`src/rtl/smbmon_pkg.sv`:
```
package smbmon_pkg;

    // Stretch controller phases
    typedef enum logic [1:0] {
        S_IDLE  = 2'd0,   // no window open
        S_ARMED = 2'd1,   // window open, waiting for busy with SCL low
        S_HOLD  = 2'd2    // SCL pull-down active
    } stretch_state_t;

    // Convert a time in microseconds to a cycle count at the given clock rate.
    function automatic longint unsigned us_to_cycles(longint unsigned clk_hz,
                                                     longint unsigned usec);
        return (clk_hz * usec) / 64'd1_000_000;
    endfunction

endpackage

```
`src/rtl/smbmon_stretch_ctrl.sv`:
```
module smbmon_stretch_ctrl #(
    parameter int unsigned ST_CYC = 20
) (
    input  logic clk,
    input  logic rst,
    input  logic scl_in,
    input  logic busy_req,
    input  logic permit,     // window-opening strobe
    input  logic block,      // lockout or abort in progress
    output logic hold
);
    import smbmon_pkg::*;

    localparam int unsigned CW = $clog2(ST_CYC + 1);
    localparam logic [CW-1:0] LAST = CW'(ST_CYC - 1);

    stretch_state_t st;
    logic [CW-1:0]  cnt;

    always_ff @(posedge clk) begin
        if (rst) begin
            st  <= S_IDLE;
            cnt <= '0;
        end else begin
            case (st)
                S_IDLE: begin
                    if (permit && !block) st <= S_ARMED;
                end
                S_ARMED: begin
                    if (block || scl_in) begin
                        st <= S_IDLE;          // lockout or window missed
                    end else if (busy_req) begin
                        st  <= S_HOLD;
                        cnt <= '0;
                    end
                end
                S_HOLD: begin
                    if (block || !busy_req || cnt == LAST) st <= S_IDLE;
                    else                                   cnt <= cnt + 1'b1;
                end
                default: st <= S_IDLE;
            endcase
        end
    end

    assign hold = (st == S_HOLD);

endmodule

```
`src/rtl/smbmon_lowhold_timer.sv`:
```
module smbmon_lowhold_timer #(
    parameter int unsigned TO_CYC = 30
) (
    input  logic clk,
    input  logic rst,
    input  logic scl_in,
    input  logic sda_in,
    input  logic suppress,   // held in lockout
    output logic fire        // combinational: limit reached this cycle
);
    localparam int unsigned CW = $clog2(TO_CYC + 1);
    localparam logic [CW-1:0] LAST = CW'(TO_CYC - 1);
    localparam logic [CW-1:0] TOP  = CW'(TO_CYC);

    logic [CW-1:0] cnt;
    logic          both_low;

    assign both_low = !scl_in && !sda_in;

    always_ff @(posedge clk) begin
        if (rst || suppress || !both_low) cnt <= '0;
        else if (cnt != TOP)              cnt <= cnt + 1'b1;
    end

    assign fire = !suppress && both_low && (cnt == LAST);

endmodule

```
`src/rtl/smbus_stretch_monitor.sv`:
```
module smbus_stretch_monitor #(
    parameter longint unsigned CLK_HZ     = 50_000_000,
    parameter longint unsigned STRETCH_US = 25_000,
    parameter longint unsigned TIMEOUT_US = 35_000
) (
    input  logic clk,
    input  logic rst,
    input  logic scl_in,
    input  logic sda_in,
    input  logic busy_req,
    input  logic ninth_done,
    input  logic start_det,
    output logic scl_hold,
    output logic abort_pulse,
    output logic timeout_flag
);
    localparam int unsigned STRETCH_CYC =
        int'(smbmon_pkg::us_to_cycles(CLK_HZ, STRETCH_US));
    localparam int unsigned TIMEOUT_CYC =
        int'(smbmon_pkg::us_to_cycles(CLK_HZ, TIMEOUT_US));

    logic fire;
    logic lock_q;
    logic abort_q;
    logic block;
    logic permit;

    assign permit = ninth_done || start_det;
    // A START ends the lockout and may open a window in the same cycle.
    assign block  = fire || (lock_q && !start_det);

    smbmon_stretch_ctrl #(.ST_CYC(STRETCH_CYC)) u_stretch (
        .clk      (clk),
        .rst      (rst),
        .scl_in   (scl_in),
        .busy_req (busy_req),
        .permit   (permit),
        .block    (block),
        .hold     (scl_hold)
    );

    smbmon_lowhold_timer #(.TO_CYC(TIMEOUT_CYC)) u_timer (
        .clk      (clk),
        .rst      (rst),
        .scl_in   (scl_in),
        .sda_in   (sda_in),
        .suppress (lock_q),
        .fire     (fire)
    );

    always_ff @(posedge clk) begin
        if (rst) begin
            abort_q <= 1'b0;
            lock_q  <= 1'b0;
        end else begin
            abort_q <= fire;
            if (fire)           lock_q <= 1'b1;
            else if (start_det) lock_q <= 1'b0;
        end
    end

    assign abort_pulse  = abort_q;
    assign timeout_flag = lock_q;

endmodule

```
`config.mk`:
```
export PLATFORM = sky130hd
export DESIGN_NAME = smbus_stretch_monitor
export DESIGN_NICKNAME = d
export VERILOG_FILES = /design/src/rtl/smbmon_pkg.sv /design/src/rtl/smbmon_stretch_ctrl.sv /design/src/rtl/smbmon_lowhold_timer.sv /design/src/rtl/smbus_stretch_monitor.sv
export SDC_FILE = /design/constraint.sdc
export NUM_CORES = 1
export LEC_CHECK = 0
export ABC_AREA = 1
export BUFFER_PORTS_ARGS = -buffer_cell sky130_fd_sc_hd__buf_2
export CELL_PAD_IN_SITES_DETAIL_PLACEMENT = 0
export CELL_PAD_IN_SITES_GLOBAL_PLACEMENT = 1
export CORE_MARGIN = 4
export CORE_UTILIZATION = 38
export CTS_CLUSTER_SIZE = 24
export DETAILED_ROUTE_END_ITERATION = 10
export PLACE_DENSITY_LB_ADDON = 0.15
export SETUP_SLACK_MARGIN = 0.1
export SLEW_MARGIN = 20
export SYNTH_ARGS = -nofsm -noshare
export SYNTH_HDL_FRONTEND = slang
export SYNTH_SLANG_ARGS = --single-unit
```
`constraint.sdc`:
```
create_clock -name clk -period 2.3 [get_ports clk]
set_input_delay 0.345 -clock clk [delete_from_list [all_inputs] [get_ports clk]]
set_output_delay 0.345 -clock clk [all_outputs]
set_load 0.005 [all_outputs]
```
==> run_results.csv <==
group,metric,value,unit
worst_hold_path,hp-class,"in -> reg",
floorplan,core_area,0.00691,mm²
power_and_ir_drop,p_seq_share,52.7,%
final_layout,final_cells,552,
timing,hold_viol,0,
cts,cts_resized,0,
final_layout,drive_gt1_share,9.87,%
setup_path,arrival,2.12,ns
floorplan,chipWidth,92.8,µm
routing,vias,2653,
placement,gp_congestion,0.807,
routing,antenna_left,0,
timing,skew,0.00914,ns
yosys,synth-seq-cells,46,
worst_hold_path,worstHoldEndpoint,"u_stretch.st[0]",
placement,place_ws,0.375,ns
setup_path,cp-end-kind,"register",
routing,first_pass_iters,4,
final_layout,syn_to_final_growth,9.39,%
power_and_ir_drop,static-leakage-power,1.06,nW
yosys,synthArstFlopShare,0,%
cts,cts_buffer_depth,2,
placement,port_buffers,9,
yosys,ys_top_cells_by_area,"dfxtp_1, nand2_1, nor2_1, nand3_1, inv_1",
timing,fmax,0.523,GHz
yosys,syn_area_per_cell,6.17,µm²
final_layout,multiInputGateArea,0.00158,mm²
timing,final_max_slew_viol_count,0,
final_layout,fin_util,43.3,%
timing,fin_crit_sh,83.1,%
cts,cts_root_buf,"clkbuf_8",
placement,dp_hpwl,4.90,mm
setup_path,r2r-end,"u_stretch.cnt[18]",
run,maxCapViolCount,0,
routing,route.detailed.drc,0,
placement,dpl_cell_area,0.00287,mm²
yosys,synth_cells,443,
power_and_ir_drop,power.switching,0.403,mW
power_and_ir_drop,p_int,1.18,mW
final_layout,seq_area,921,µm²
floorplan,num_rows,30,
yosys,synth-edff-count,0,
cts,hold_buffers,0,
placement,dp.cells,544,
grt,grt_pass1_wl,11.1,mm
yosys,ys.flop_type,"dfxtp_1",
grt,grt_max_degree,31,
routing,wl,6.54,mm
setup_path,crit_required,2.51,ns
floorplan,initial_core_util,39.6,%
timing,rsz0062_at_grt,"no",
setup_path,timing.rr.start,"u_timer.cnt[0]",
timing,relSlewSlack,64.6,%
power_and_ir_drop,p_per_area,530,mW/mm²
yosys,synth_top_area_share,33.7,%
yosys,synth_cell_types,30,
timing,finalWorstSetupSlack,0.388,ns
floorplan,die_height,92.8,µm
routing,viasPerCell,4.81,
worst_hold_path,worstHoldStart,"ninth_done",
yosys,netlist.top_cell.by_area,"dfxtp_1",
grt,grt_overflow,0,
power_and_ir_drop,switching_share,25.4,%
timing,period_minus_slack,1.91,ns
setup_path,cp_max_fo,30,
grt,antenna_found_initial,0,
timing,fin_setup_tns,0,ns
power_and_ir_drop,ir_drop,0.236,mV
routing,first_iter_violations,173,
final_layout,finalInstanceArea,0.00299,mm²
cts,htreeDepth,2,
yosys,yosys_warnings,0,
final_layout,n_antenna_cell,0,
cts,cts_setup_buffers,0,
cts,clock_latency,0.31,ns
setup_path,start_kind,"register",
cts,cts_buffers,5,
grt,grt.total_usage,15.8,%
setup_path,r2r_slack,0.39,ns
worst_hold_path,holdPathStages,3,
setup_path,critical_path_class,"reg -> reg",
power_and_ir_drop,pwr-share-clk,41.1,%
floorplan,ios,10,
timing,worst_pin_slew,0.528,ns
cts,cts_sinks,46,
final_layout,fill_cells,786,
routing,wl_per_cell,11.8,µm
yosys,ys_seq_area_share,33.7,%
floorplan,die_area,0.00861,mm²
yosys,synth_nets,453,
timing,setup_violations,0,
power_and_ir_drop,p_comb_share,6.2,%
cts,cts_tree,"yes",
grt,first_global_vias,2373,
setup_path,rr_worst_depth,11,
run_status,status,"completed",
cts,clkTransAtPathRegs,0.10,ns
final_layout,fin_nets,465,
yosys,synth_area,0.00273,mm²
## cells in the final DEF (no fill, tap or decap)
master / Yosys / routed
dfxtp_1: 46 / 46
nand4_4: 1 / 1
o21ai_0: 12 / 12
buf_4: 1 / 3
nand3_1: 45 / 45
nand2_1: 112 / 112
clkbuf_8: 0 / 5
or2_2: 9 / 9
xor2_1: 4 / 4
clkinv_1: 2 / 2
a211oi_1: 1 / 1
clkinvlp_4: 0 / 1
nor3_1: 11 / 11
nand3b_1: 2 / 2
nand2_4: 2 / 2
inv_8: 0 / 1
ha_1: 3 / 3
a21oi_1: 25 / 25
nor2_2: 6 / 6
clkinv_2: 1 / 1
nand2_2: 3 / 3
inv_2: 3 / 3
o21bai_1: 1 / 1
nand4_1: 9 / 9
o211ai_1: 3 / 3
inv_1: 42 / 42
nor4_1: 1 / 1
a31oi_1: 1 / 1
bufinv_16: 0 / 1
buf_2: 3 / 9
a21o_1: 1 / 1
nor2_1: 90 / 90
## cells in the mapped netlist (2+ instances only)
cell	n
buf_6	2
ha_1	3
nor3_1	11
nand3_1	45
nand2_1	112
nand4_1	9
nand3b_1	2
nor2_2	6
dfxtp_1	46
a21oi_1	25
clkinv_1	2
or2_2	9
nor2_1	90
o211ai_1	3
xor2_1	4
nand2_2	3
buf_2	3
inv_1	42
nand2_4	2
o21ai_0	12
inv_2	3
## area by class of cell
cell class | instances | share of cell area, %
Multi-Input combinational cell | 342 | 52.9
Timing Repair Buffer | 12 | 2.26
Sequential cell | 46 | 30.8
Inverter | 48 | 6.07
Clock inverter | 3 | 1.63
Clock buffer | 5 | 2.30
Tap cell | 96 | 4.02
## worst max-delay path by stage
stage / from / slack (ns) / endpoint / cells past startpoint
after global routing: u_timer.cnt[0] / 0.15 / u_stretch.cnt[12] / 11
final: u_timer.cnt[0] / 0.39 / u_stretch.cnt[18] / 11
after global placement: sda_in / 0.45 / u_timer.cnt[6] / 7
after floorplan: u_timer.cnt[0] / 0.72 / u_stretch.cnt[18] / 12
after CTS: u_timer.cnt[0] / 0.35 / u_stretch.cnt[18] / 11
after detailed placement: u_timer.cnt[1] / 0.38 / u_stretch.cnt[18] / 11
## metrics by stage
| stage | power [mW] | hold slack [ns] |
|---|---|---|
| 6_report | 1.59 | 0.335 |
| 5_1_grt | 1.67 | 0.347 |
| 4_1_cts | 1.62 | 0.331 |
| 3_5_place_dp | 0.953 | 0.489 |
| 3_3_place_gp | 0.953 | 0.481 |
| 2_1_floorplan | 0.927 | 0.458 |
## critical path, stage by stage (launching register included)
cell and delay (ns):
dfxtp_1 0.35, ha_1 0.23, nand3_1 0.14, nor2_1 0.06
nand2_1 0.07, nor2_2 0.04, nor2_2 0.19, nand2_4 0.12
nand2_4 0.27, clkinv_2 0.15, nor2_1 0.11, nor2_1 0.05
## registers in the layout (all words and copies together) (netlist names)
register	cells
abort_pulse	1
timeout_flag	1
u_timer.cnt	21
u_stretch.st	2
u_stretch.cnt	21
## power groups by stage
stage	Clock, mW	Sequential [mW]	Combinational (mW)
4_1_cts	0.686	0.835	0.100
6_report	0.651	0.835	0.0984
5_1_grt	0.712	0.839	0.116
2_1_floorplan	0	0.847	0.0801
3_5_place_dp	0	0.854	0.0993
3_3_place_gp	0	0.854	0.0991
## cells by family after synthesis
logic type / count (synthesis) / synth area share (%)
adders and majority gates: 3 / 1.37
and+or+nand+nor: 291 / 46.6
buffers and inverters: 55 / 8.42
DFF: 46 / 33.7
xor gates and xnor gates: 4 / 1.28
AOI/OAI and AO/OA: 44 / 8.65
## per-layer routing
layer / global-route usage [%] / vias up / part of all wire, %
met5: 0 / - / 0
met4: 4.52 / 0 / 1.2
met3: 3.09 / 5 / 3.8
met2: 22.4 / 38 / 40
met1: 24.0 / 1172 / 55
li1: - / 1438 / -
(Power assumes the default switching activity.)
